[src/rtl/conv_seq_pkg.sv]
package conv_seq_pkg;

  typedef enum logic [2:0] {
    ST_BOOT  = 3'd0,
    ST_CFG0  = 3'd1,
    ST_CFG1  = 3'd2,
    ST_IDLE  = 3'd3,
    ST_DAC   = 3'd4,
    ST_START = 3'd5,
    ST_WAIT  = 3'd6,
    ST_READ  = 3'd7
  } seq_state_e;

endpackage

[src/rtl/conv_addr_decode.sv]
module conv_addr_decode #(
  parameter int unsigned            ADDR_W  = 16,
  parameter int unsigned            N_DEV   = 2,
  parameter logic [N_DEV*ADDR_W-1:0] DEV_MAP = '0
) (
  input  logic [ADDR_W-1:0] addr_i,
  input  logic              act_i,
  output logic [N_DEV-1:0]  sel_o
);

  for (genvar g = 0; g < N_DEV; g++) begin : g_dev
    assign sel_o[g] = act_i && (addr_i == DEV_MAP[g*ADDR_W +: ADDR_W]);
  end

endmodule

[src/rtl/conv_tick_gen.sv]
module conv_tick_gen #(
  parameter int unsigned TICK_W = 16
) (
  input  logic              clk_i,
  input  logic              rst_ni,
  input  logic              en_i,
  input  logic [TICK_W-1:0] reload_i,
  output logic              tick_o
);

  logic [TICK_W-1:0] cnt_q, cnt_d;
  logic              cnt_en;

  always_comb begin
    cnt_d  = cnt_q;
    cnt_en = 1'b0;
    tick_o = 1'b0;
    if (!en_i) begin
      cnt_d  = reload_i;
      cnt_en = 1'b1;
    end else if (cnt_q == '0) begin
      tick_o = 1'b1;
      cnt_d  = reload_i;
      cnt_en = 1'b1;
    end else begin
      cnt_d  = cnt_q - 1'b1;
      cnt_en = 1'b1;
    end
  end

  always_ff @(posedge clk_i or negedge rst_ni) begin
    if (!rst_ni) begin
      cnt_q <= '0;
    end else if (cnt_en) begin
      cnt_q <= cnt_d;
    end
  end

endmodule

[src/rtl/conv_seq_fsm.sv]
module conv_seq_fsm
  import conv_seq_pkg::*;
#(
  parameter int unsigned       ADDR_W    = 16,
  parameter int unsigned       DATA_W    = 16,
  parameter int unsigned       DAC_W     = 8,
  parameter int unsigned       CNT_W     = 8,
  parameter logic [ADDR_W-1:0] DAC_ADDR  = 16'h0001,
  parameter logic [ADDR_W-1:0] ADC_ADDR  = 16'h0002,
  parameter logic [DATA_W-1:0] CFG_WORD0 = 16'h00C0,
  parameter logic [DATA_W-1:0] CFG_WORD1 = 16'h0100
) (
  input  logic              clk_i,
  input  logic              rst_ni,
  input  logic              tick_i,
  input  logic [CNT_W-1:0]  conv_wait_i,
  input  logic [DAC_W-1:0]  dac_stage_i,
  output logic              bus_act_o,
  output logic [ADDR_W-1:0] bus_addr_o,
  output logic              bus_wr_o,
  output logic [DATA_W-1:0] bus_wdata_o,
  output logic              adc_start_o,
  output logic              adc_rd_o,
  output logic              capture_o,
  output logic              init_done_o
);

  localparam int unsigned PAD_W = DATA_W - DAC_W;

  seq_state_e       state_q, state_d;
  logic [CNT_W-1:0] wait_q, wait_d;
  logic             wait_en;

  // next state
  always_comb begin
    state_d = state_q;
    wait_d  = wait_q;
    wait_en = 1'b0;
    unique case (state_q)
      ST_BOOT:  state_d = ST_CFG0;
      ST_CFG0:  state_d = ST_CFG1;
      ST_CFG1:  state_d = ST_IDLE;
      ST_IDLE:  if (tick_i) state_d = ST_DAC;
      ST_DAC:   state_d = ST_START;
      ST_START: begin
        if (conv_wait_i == '0) begin
          state_d = ST_READ;
        end else begin
          state_d = ST_WAIT;
          wait_d  = conv_wait_i;
          wait_en = 1'b1;
        end
      end
      ST_WAIT: begin
        if (wait_q <= CNT_W'(1)) begin
          state_d = ST_READ;
        end else begin
          wait_d  = wait_q - 1'b1;
          wait_en = 1'b1;
        end
      end
      ST_READ:  state_d = ST_IDLE;
      default:  state_d = ST_BOOT;
    endcase
  end

  // outputs decoded from the state
  always_comb begin
    bus_act_o   = 1'b0;
    bus_addr_o  = '0;
    bus_wr_o    = 1'b0;
    bus_wdata_o = '0;
    adc_start_o = 1'b0;
    adc_rd_o    = 1'b0;
    capture_o   = 1'b0;
    unique case (state_q)
      ST_CFG0: begin
        bus_act_o   = 1'b1;
        bus_addr_o  = ADC_ADDR;
        bus_wr_o    = 1'b1;
        bus_wdata_o = CFG_WORD0;
      end
      ST_CFG1: begin
        bus_act_o   = 1'b1;
        bus_addr_o  = ADC_ADDR;
        bus_wr_o    = 1'b1;
        bus_wdata_o = CFG_WORD1;
      end
      ST_DAC: begin
        bus_act_o   = 1'b1;
        bus_addr_o  = DAC_ADDR;
        bus_wr_o    = 1'b1;
        bus_wdata_o = {{PAD_W{1'b0}}, dac_stage_i};
      end
      ST_START: begin
        bus_act_o   = 1'b1;
        bus_addr_o  = ADC_ADDR;
        adc_start_o = 1'b1;
      end
      ST_READ: begin
        bus_act_o   = 1'b1;
        bus_addr_o  = ADC_ADDR;
        adc_rd_o    = 1'b1;
        capture_o   = 1'b1;
      end
      default: ;
    endcase
  end

  assign init_done_o = !(state_q inside {ST_BOOT, ST_CFG0, ST_CFG1});

  always_ff @(posedge clk_i or negedge rst_ni) begin
    if (!rst_ni) begin
      state_q <= ST_BOOT;
    end else begin
      state_q <= state_d;
    end
  end

  always_ff @(posedge clk_i or negedge rst_ni) begin
    if (!rst_ni) begin
      wait_q <= '0;
    end else if (wait_en) begin
      wait_q <= wait_d;
    end
  end

endmodule

[src/rtl/conv_host_regs.sv]
module conv_host_regs #(
  parameter int unsigned DATA_W = 16,
  parameter int unsigned ADC_W  = 10,
  parameter int unsigned DAC_W  = 8
) (
  input  logic              clk_i,
  input  logic              rst_ni,
  input  logic              io_wr_i,
  input  logic              io_rd_i,
  input  logic [DAC_W-1:0]  io_wdata_i,
  input  logic              hit_dac_i,
  input  logic              hit_adc_i,
  input  logic              capture_i,
  input  logic [ADC_W-1:0]  cap_data_i,
  output logic [DAC_W-1:0]  stage_o,
  output logic              valid_o,
  output logic [DATA_W-1:0] rdata_o
);

  logic [DAC_W-1:0] stage_q;
  logic [ADC_W-1:0] hold_q, hold_d;
  logic             valid_q, valid_d;
  logic             ovr_q, ovr_d;
  logic             stage_en, hold_en, flag_en, rd_clr;
  logic [DATA_W-1:0] adc_word;

  assign stage_en = io_wr_i && hit_dac_i;
  assign rd_clr   = io_rd_i && hit_adc_i;
  assign hold_en  = capture_i;
  assign flag_en  = capture_i || rd_clr;

  always_comb begin
    hold_d  = cap_data_i;
    valid_d = valid_q;
    ovr_d   = ovr_q;
    if (capture_i) begin
      valid_d = 1'b1;
      ovr_d   = (valid_q || ovr_q) && !rd_clr;
    end else if (rd_clr) begin
      valid_d = 1'b0;
      ovr_d   = 1'b0;
    end
  end

  always_comb begin
    adc_word             = '0;
    adc_word[DATA_W-1]   = valid_q;
    adc_word[DATA_W-2]   = ovr_q;
    adc_word[ADC_W-1:0]  = hold_q;
    rdata_o              = '0;
    if (io_rd_i && hit_adc_i) begin
      rdata_o = adc_word;
    end else if (io_rd_i && hit_dac_i) begin
      rdata_o = {{(DATA_W-DAC_W){1'b0}}, stage_q};
    end
  end

  always_ff @(posedge clk_i or negedge rst_ni) begin
    if (!rst_ni) begin
      stage_q <= '0;
    end else if (stage_en) begin
      stage_q <= io_wdata_i;
    end
  end

  always_ff @(posedge clk_i or negedge rst_ni) begin
    if (!rst_ni) begin
      hold_q <= '0;
    end else if (hold_en) begin
      hold_q <= hold_d;
    end
  end

  always_ff @(posedge clk_i or negedge rst_ni) begin
    if (!rst_ni) begin
      valid_q <= 1'b0;
      ovr_q   <= 1'b0;
    end else if (flag_en) begin
      valid_q <= valid_d;
      ovr_q   <= ovr_d;
    end
  end

  assign stage_o = stage_q;
  assign valid_o = valid_q;

endmodule

[src/rtl/conv_access_seq.sv]
module conv_access_seq #(
  parameter int unsigned       ADDR_W    = 16,
  parameter int unsigned       DATA_W    = 16,
  parameter int unsigned       ADC_W     = 10,
  parameter int unsigned       DAC_W     = 8,
  parameter int unsigned       TICK_W    = 16,
  parameter int unsigned       CNT_W     = 8,
  parameter logic [ADDR_W-1:0] DAC_ADDR  = 16'h0001,
  parameter logic [ADDR_W-1:0] ADC_ADDR  = 16'h0002,
  parameter logic [DATA_W-1:0] CFG_WORD0 = 16'h00C0,
  parameter logic [DATA_W-1:0] CFG_WORD1 = 16'h0100
) (
  input  logic              clk_i,
  input  logic              rst_ni,
  input  logic [ADDR_W-1:0] io_addr_i,
  input  logic              io_wr_i,
  input  logic              io_rd_i,
  input  logic [DAC_W-1:0]  io_wdata_i,
  output logic [DATA_W-1:0] io_rdata_o,
  input  logic [TICK_W-1:0] tick_reload_i,
  input  logic [CNT_W-1:0]  conv_wait_i,
  output logic [DATA_W-1:0] conv_dout_o,
  output logic              conv_wr_o,
  output logic              dac_sel_o,
  output logic              adc_sel_o,
  output logic              adc_start_o,
  output logic              adc_rd_o,
  input  logic [ADC_W-1:0]  adc_din_i
);

  localparam int unsigned             N_DEV   = 2;
  localparam int unsigned             IDX_DAC = 0;
  localparam int unsigned             IDX_ADC = 1;
  localparam logic [N_DEV*ADDR_W-1:0] DEV_MAP = {ADC_ADDR, DAC_ADDR};
  localparam int unsigned             SYNC_N  = 2;

  // reset: asserted asynchronously, released on the clock
  logic [SYNC_N-1:0] rst_sync_q;
  logic              rst_n;

  always_ff @(posedge clk_i or negedge rst_ni) begin
    if (!rst_ni) begin
      rst_sync_q <= '0;
    end else begin
      rst_sync_q <= {rst_sync_q[SYNC_N-2:0], 1'b1};
    end
  end
  assign rst_n = rst_sync_q[SYNC_N-1];

  logic              tick;
  logic              init_done;
  logic              bus_act, bus_wr, capture;
  logic [ADDR_W-1:0] bus_addr;
  logic [DATA_W-1:0] bus_wdata;
  logic [DAC_W-1:0]  dac_stage;
  logic              sample_valid;
  logic [N_DEV-1:0]  conv_sel, host_sel;

  conv_tick_gen #(.TICK_W(TICK_W)) u_tick (
    .clk_i    (clk_i),
    .rst_ni   (rst_n),
    .en_i     (init_done),
    .reload_i (tick_reload_i),
    .tick_o   (tick)
  );

  conv_seq_fsm #(
    .ADDR_W(ADDR_W), .DATA_W(DATA_W), .DAC_W(DAC_W), .CNT_W(CNT_W),
    .DAC_ADDR(DAC_ADDR), .ADC_ADDR(ADC_ADDR),
    .CFG_WORD0(CFG_WORD0), .CFG_WORD1(CFG_WORD1)
  ) u_fsm (
    .clk_i       (clk_i),
    .rst_ni      (rst_n),
    .tick_i      (tick),
    .conv_wait_i (conv_wait_i),
    .dac_stage_i (dac_stage),
    .bus_act_o   (bus_act),
    .bus_addr_o  (bus_addr),
    .bus_wr_o    (bus_wr),
    .bus_wdata_o (bus_wdata),
    .adc_start_o (adc_start_o),
    .adc_rd_o    (adc_rd_o),
    .capture_o   (capture),
    .init_done_o (init_done)
  );

  conv_addr_decode #(.ADDR_W(ADDR_W), .N_DEV(N_DEV), .DEV_MAP(DEV_MAP)) u_conv_dec (
    .addr_i (bus_addr),
    .act_i  (bus_act),
    .sel_o  (conv_sel)
  );

  conv_addr_decode #(.ADDR_W(ADDR_W), .N_DEV(N_DEV), .DEV_MAP(DEV_MAP)) u_host_dec (
    .addr_i (io_addr_i),
    .act_i  (io_rd_i || io_wr_i),
    .sel_o  (host_sel)
  );

  conv_host_regs #(.DATA_W(DATA_W), .ADC_W(ADC_W), .DAC_W(DAC_W)) u_regs (
    .clk_i      (clk_i),
    .rst_ni     (rst_n),
    .io_wr_i    (io_wr_i),
    .io_rd_i    (io_rd_i),
    .io_wdata_i (io_wdata_i),
    .hit_dac_i  (host_sel[IDX_DAC]),
    .hit_adc_i  (host_sel[IDX_ADC]),
    .capture_i  (capture),
    .cap_data_i (adc_din_i),
    .stage_o    (dac_stage),
    .valid_o    (sample_valid),
    .rdata_o    (io_rdata_o)
  );

  assign dac_sel_o   = conv_sel[IDX_DAC];
  assign adc_sel_o   = conv_sel[IDX_ADC];
  assign conv_wr_o   = bus_wr;
  assign conv_dout_o = bus_wr ? bus_wdata : '0;

endmodule

[config.mk]
export PLATFORM = sky130hd
export DESIGN_NAME = conv_access_seq
export DESIGN_NICKNAME = d
export VERILOG_FILES = /design/src/rtl/conv_seq_pkg.sv /design/src/rtl/conv_addr_decode.sv /design/src/rtl/conv_tick_gen.sv /design/src/rtl/conv_seq_fsm.sv /design/src/rtl/conv_host_regs.sv /design/src/rtl/conv_access_seq.sv
export SDC_FILE = /design/constraint.sdc
export NUM_CORES = 1
export LEC_CHECK = 0
export CAP_MARGIN = 20
export CORE_MARGIN = 10
export CORE_UTILIZATION = 41
export DETAILED_ROUTE_END_ITERATION = 8
export PLACE_DENSITY = 0.77
export SETUP_SLACK_MARGIN = 0.05
export SLEW_MARGIN = 40
export SYNTH_ARGS = -nofsm -noshare
export SYNTH_HDL_FRONTEND = slang
export SYNTH_SLANG_ARGS = --single-unit
export TNS_END_PERCENT = 30
[constraint.sdc]
create_clock -name clk_i -period 2.43 [get_ports clk_i]
set_clock_uncertainty 0.2 [all_clocks]
set_input_delay 0.486 -clock clk_i [delete_from_list [all_inputs] [get_ports clk_i]]
set_output_delay 0.486 -clock clk_i [all_outputs]
set_load 0.01 [all_outputs]
-- Word-level counts from Yosys, hierarchy flattened
Cells that the tools add are included.
Widths: inputs -> output; s select.
- register bits after elaboration: 49
- latch bits: 0
- memory bits (writable): 0
- bits in read-only memories: 0
- input bits: 62
- logic and storage cells: 77
- memories kept: 0
- add/subtract/negate cells: 2
- multiply operators: 0
- div/mod/pow operators: 0
- $lt $le $gt $ge: 1
- equal/unequal tests: 15
- shift operators: 0
- mux-type cells: 26
- bitwise gates (word level): 0
- reduce and logical (&&, ||, !) cells: 25
- operator list (cell ; count):
    $mux 16 ; 4
    $pmux 9 s3 ; 1
    $mux 8 ; 3
    $pmux 3 s7 ; 1
    $eq 16x1->1 const B ; 1
    $eq 16x2->1 const B ; 1
    $logic_not 16->1 ; 1
    $pmux 8 s2 ; 1
    $sub 16x1->16 const B ; 1
    $eq 3x3->1 const B ; 4
    $mux 1 ; 12
    $le 8x1->1 const B ; 1
    $logic_and 1x1->1 ; 8
    $logic_not 8->1 ; 1
    $sub 8x1->8 const B ; 1
    $eq 3x2->1 const B ; 2
    $mux 3 ; 2
    $ne 2x2->1 const B ; 3
    $reduce_or 5->1 ; 1
    $pmux 2 s2 ; 1
    $reduce_and 2->1 ; 2
    $reduce_and 4->1 ; 1
    $reduce_bool 2->1 ; 2
    $reduce_or 4->1 ; 1
    other kinds (11) ; 13

-- Depth between registers and ports, before layout
- depth in word-level cells: 6
- mapped depth: 8
- mapped depth without buffers: 7

-- Modules after synthesis
A second synthesis with hierarchy kept.
- cells, all modules: 321
- area total of the unflattened synthesis: 3300.7 um^2
- modules (own cells, without submodules) (module ; instances ; cells an instance ; area each (um^2) ; seq. area each (um^2)):
    conv_seq_fsm ; 1 ; 124 ; 1067.3 ; 275.3
    conv_host_regs ; 1 ; 66 ; 977.2 ; 500.5
    conv_tick_gen ; 1 ; 96 ; 917.1 ; 400.4
    conv_access_seq ; 1 ; 21 ; 186.4 ; 50.0
    conv_addr_decode ; 2 ; 7 ; 76.3 ; 0.0

-- Worst setup path before layout
OpenSTA, ideal clock, no wires.
- kind: in2out
- from: input io_addr_i[5]
- to: output io_rdata_o[14]
- arrival time: 1.928 ns
- data required time: 1.744 ns
- setup slack: -0.184 ns
- stages on the path: 6
- path through: or4_1 -> nor3_2 -> nand4_2 -> nor3b_4 -> buf_6 -> and2_1
- word-level cells in the longest chain between the ends: 4
- RTL lines (element ; line ; source):
    start, declared ; conv_access_seq.sv:15 ; input logic [ADDR_W-1:0] io_addr_i,
    $eq 16x2->1 ; conv_addr_decode.sv:12 ; assign sel_o[g] = act_i && (addr_i == DEV_MAP[g*ADDR_W +: ADDR_W]);
    $logic_and 1x1->1 ; conv_addr_decode.sv:12 ;
    $logic_and 1x1->1 ; conv_host_regs.sv:51 ; if (io_rd_i && hit_adc_i) begin
    $mux 16 ; conv_host_regs.sv:51 ;
    end, declared ; conv_access_seq.sv:19 ; output logic [DATA_W-1:0] io_rdata_o,
No other way between the ends.

-- Worst setup path after layout
- from: input io_addr_i[15]
- to: output io_rdata_o[2]
- word-level cells in the longest chain between the ends: 5
- RTL lines (element ; line ; source):
    $eq 16x1->1 ; conv_addr_decode.sv:12 ;
    $logic_and 1x1->1 ; conv_addr_decode.sv:12 ;
    $logic_and 1x1->1 ; conv_host_regs.sv:53 ; end else if (io_rd_i && hit_dac_i) begin
    $mux 8 ; conv_host_regs.sv:53 ;
    $mux 16 (*) ; conv_host_regs.sv:51 ;
Every way passes the cells marked *; elsewhere a longest branch is shown, timed or not.

==> results_dict.tcl <==
set metrics [dict create \
    tritoncts "built" \
    clk-insertion-delay-late_ns 0.30 \
    reg2reg_path_depth 9 \
    timing_hold_violations_final 0 \
    cp_top_family "buffers and inverters" \
    grtUsageTotal_pct 14.9 \
    critical_path.max_fanout 7 \
    yosysTopAreaCell "sky130_fd_sc_hd__dfrtp_1" \
    max_stage_delay_ns 0.42 \
    grt_overflow_total 0 \
    vias_per_cell 5.03 \
    synth_seq_cells 49 \
    grt_pass1_wl_mm 12.2 \
    placed_instances 456 \
    most-common-layout-cells "sky130_fd_sc_hd__clkdlybuf4s50_1 (55), sky130_fd_sc_hd__dfrtp_1 (45), sky130_fd_sc_hd__nand2_1 (28)" \
    final_core_utilization_pct 62.5 \
    via_count_of_the_first_global_routing_pass 2485 \
    drt_iter0_markers 84 \
    maxUsedRoutingLayer "met4" \
    maxCapViolations 0 \
    crit_buf_inv 5 \
    syn_inst 281 \
    horizontal_die_dimension_um 102 \
    grt_max_degree 33 \
    clockBufferDepth 2 \
    route.detailed.wl_per_inst_um 16.2 \
    setup.worst_path.start "io_addr_i[15]" \
    max-vdd-ir-drop_v 0.000319 \
    synth-main-ff-cell "sky130_fd_sc_hd__dfrtp_1" \
    hp-class "register to asynchronous set/reset pin" \
    startpoint_type_of_the_worst_setup_path "input port" \
    synth_top_cells_by_area "sky130_fd_sc_hd__dfrtp_1 (45%), sky130_fd_sc_hd__mux2_2 (7.4%), sky130_fd_sc_hd__o21ai_0 (4.4%)" \
    rsz0062_at_grt "yes" \
    initial_utilization_pct 42.8 \
    placementRows 29 \
    drive_gt1_share_pct 24.7 \
    gp_congestion 0.778 \
    detailedPlace.worstSlack_ns -1.09 \
    fmax_ghz 0.346 \
    postSynthAreaPerCell_um2 9.77 \
    finalWorstPathRequiredPeriod_ns 2.89 \
    post-route-period-util_pct 119 \
    setup_violations 12 \
    timing_worst_setup_path_type "input port to primary output" \
    n_antenna_cell 0 \
    chipHeight_um 102 \
    route.final.wire_length_mm 7.63 \
    timing.final.max_slew_violations 0 \
    setup.worst_path.end_class "primary output" \
    antenna_violating_nets_post_route 0 \
    cts.root.buffer_cell "sky130_fd_sc_hd__clkbuf_8" \
    mappedNetlistArea_mm2 0.00275 \
    final_net_count 458 \
    final_design_instance_area_without_fill_mm2 0.00401 \
    mostFrequentLayoutCell "sky130_fd_sc_hd__clkdlybuf4s50_1" \
    critPathArrivalTime_ns 2.20 \
    capturing_instance_or_port_of_the_critical_path "io_rdata_o[2]" \
    violated_checks "setup timing" \
    r2r-start "u_fsm.wait_q[0]$_DFFE_PN0P_" \
    outcome "finished, violations left" \
    timing.critical_path.cells "clkdlybuf4s50_1 -> nor4_2 -> buf_4 -> nand4_4 -> nor3b_4 -> buf_4 -> buf_12 -> a22o_1 -> buf_2" \
    ys_seq_area_share_pct 44.6 \
    detailedPlacementHpwl_mm 5.85 \
    port-buffer-count 87 \
    worst-path-stages 9 \
    power.density_mw_per_mm2 465 \
    wire_length_on_met2_mm 3.95 \
    crit_path_frequent_cell "sky130_fd_sc_hd__buf_4" \
    yosys.cell_types.count 50 \
    wirelength_met1_mm 3.17 \
    final-instance-count-excl-fill 470 \
    crit_path_top_delay_cell "sky130_fd_sc_hd__clkdlybuf4s50_1" \
    cts_hold_buffers 0 \
    place_area_mm2 0.00383 \
    path_clk_slew_ns 0.08 \
    layout.filler_cells 536 \
    route.met3.wl_um 436 \
    synthArstFlopShare_pct 100 \
    yosysWarningCount 0 \
    synth_top_area_share_pct 44.6 \
    h-tree-depth 2 \
    required_ns 1.74 \
    die-area_mm2 0.0104 \
    worst-slew-pin-transition_ns 0.616 \
    synth_edf_count 0 \
    crit-reg2reg-capture "u_fsm.wait_q[4]$_DFFE_PN0P_" \
    maxSlewHeadroom_pct 59.0 \
    design.portCount 99 \
    drt_drc_violations_left 0 \
    syn_to_final_growth_pct 46.1 \
    via_count 2365 \
    drtPass1Iterations 4 \
    core_mm2 0.00642 \
    cellLeakagePower_nw 1.87 \
    clock_sinks 49 \
    setup_ws_ns -0.458 \
    number_of_antenna_violations_at_the_first_check_in_global_routing 0 \
    cts_made_buffers 5 \
    reg2reg_setup_slack_ns 0.18 \
]
[per-stage QoR]
stage	power (W)	hold slack [ns]	setup TNS [ns]
after global placement	0.00136	0.0994	-14.68
after CTS	0.00188	0.109	-6.08
after floorplan	0.00122	-0.00959	-1.55
after detailed placement	0.00138	0.104	-14.69
final	0.00187	0.0887	-5.11
after global routing	0.00198	0.119	-6.00
[timing repair]
item,in CTS,in global routing
endpoints found under the setup margin,24,23
resized for setup,87,21
pin swaps,8,9
setup buffers,5,0
cloned,1,0
[registers in the layout, indices dropped and copies added (netlist names)]
register,cells
rst_sync_q,2
u_fsm.state_q,3
u_fsm.wait_q,8
u_regs.hold_q,10
u_regs.ovr_q,1
u_regs.stage_o,8
u_regs.valid_o,1
u_tick.cnt_q,16
[kinds of logic after synthesis]
| family | Yosys count | share of synthesized area [%] |
|---|---|---|
| DFF | 49 | 44.6 |
| and+or+nand+nor | 106 | 20.7 |
| buffers and inverters | 28 | 6.33 |
| AOI/OAI and AO/OA | 59 | 14.0 |
| muxes | 18 | 7.38 |
| adders and majority gates | 4 | 1.82 |
| other | 2 | 0.273 |
| xor gates and xnor gates | 15 | 4.78 |
[how the worst min path moves through the flow]
stage                                  startpoint  slack [ns]  cells after the start                       endpoint
after floorplan                            rst_ni       -0.01                      0        rst_sync_q[0]$_DFF_PN0_
after global placement    rst_sync_q[1]$_DFF_PN0_         0.1                      0      u_tick.cnt_q[5]$_DFF_PN0_
after detailed placement  rst_sync_q[1]$_DFF_PN0_        0.10                      0  u_regs.stage_o[2]$_DFFE_PN0P_
after CTS                 rst_sync_q[1]$_DFF_PN0_        0.11                      0  u_regs.stage_o[2]$_DFFE_PN0P_
after global routing                       rst_ni        0.12                      1        rst_sync_q[0]$_DFF_PN0_
final                     rst_sync_q[1]$_DFF_PN0_        0.09                      0      u_tick.cnt_q[3]$_DFF_PN0_
[area by class of cell]
class                      instances  area, um^2  share of cell area, %
multi-input combinational        214        1460                   36.5
sequential                        49        1230                   30.7
timing repair buffer             117        1110                   27.7
tap                               77        96.3                   2.40
clock buffer                       8        90.1                   2.25
inverter                           5        18.8                  0.468
[cells in the mapped netlist (5+ instances only)]
master	instances
sky130_fd_sc_hd__and2_1	11
sky130_fd_sc_hd__xnor2_1	11
sky130_fd_sc_hd__nor2_1	24
sky130_fd_sc_hd__o21ai_0	24
sky130_fd_sc_hd__nor3_1	7
sky130_fd_sc_hd__nand2_1	28
sky130_fd_sc_hd__buf_4	12
sky130_fd_sc_hd__clkbuf_1	5
sky130_fd_sc_hd__nor4_1	8
sky130_fd_sc_hd__a21oi_1	12
sky130_fd_sc_hd__mux2_2	18
sky130_fd_sc_hd__inv_1	5
sky130_fd_sc_hd__dfrtp_1	49
[layer usage]
metal,track usage [%],vias to the layer above
li1,-,1180
met3,4.72,8
met1,16.6,1108
met4,3.90,0
met5,0,-
met2,27.0,69
[power breakdown]
part           switching (W)  internal, W  leakage, nW
logic               0.000146     0.000204         1.21
registers           0.000106     0.000912        0.613
clock network       0.000265     0.000233       0.0455
total               0.000517      0.00135         1.87
Power figures use the tool's default switching activity.
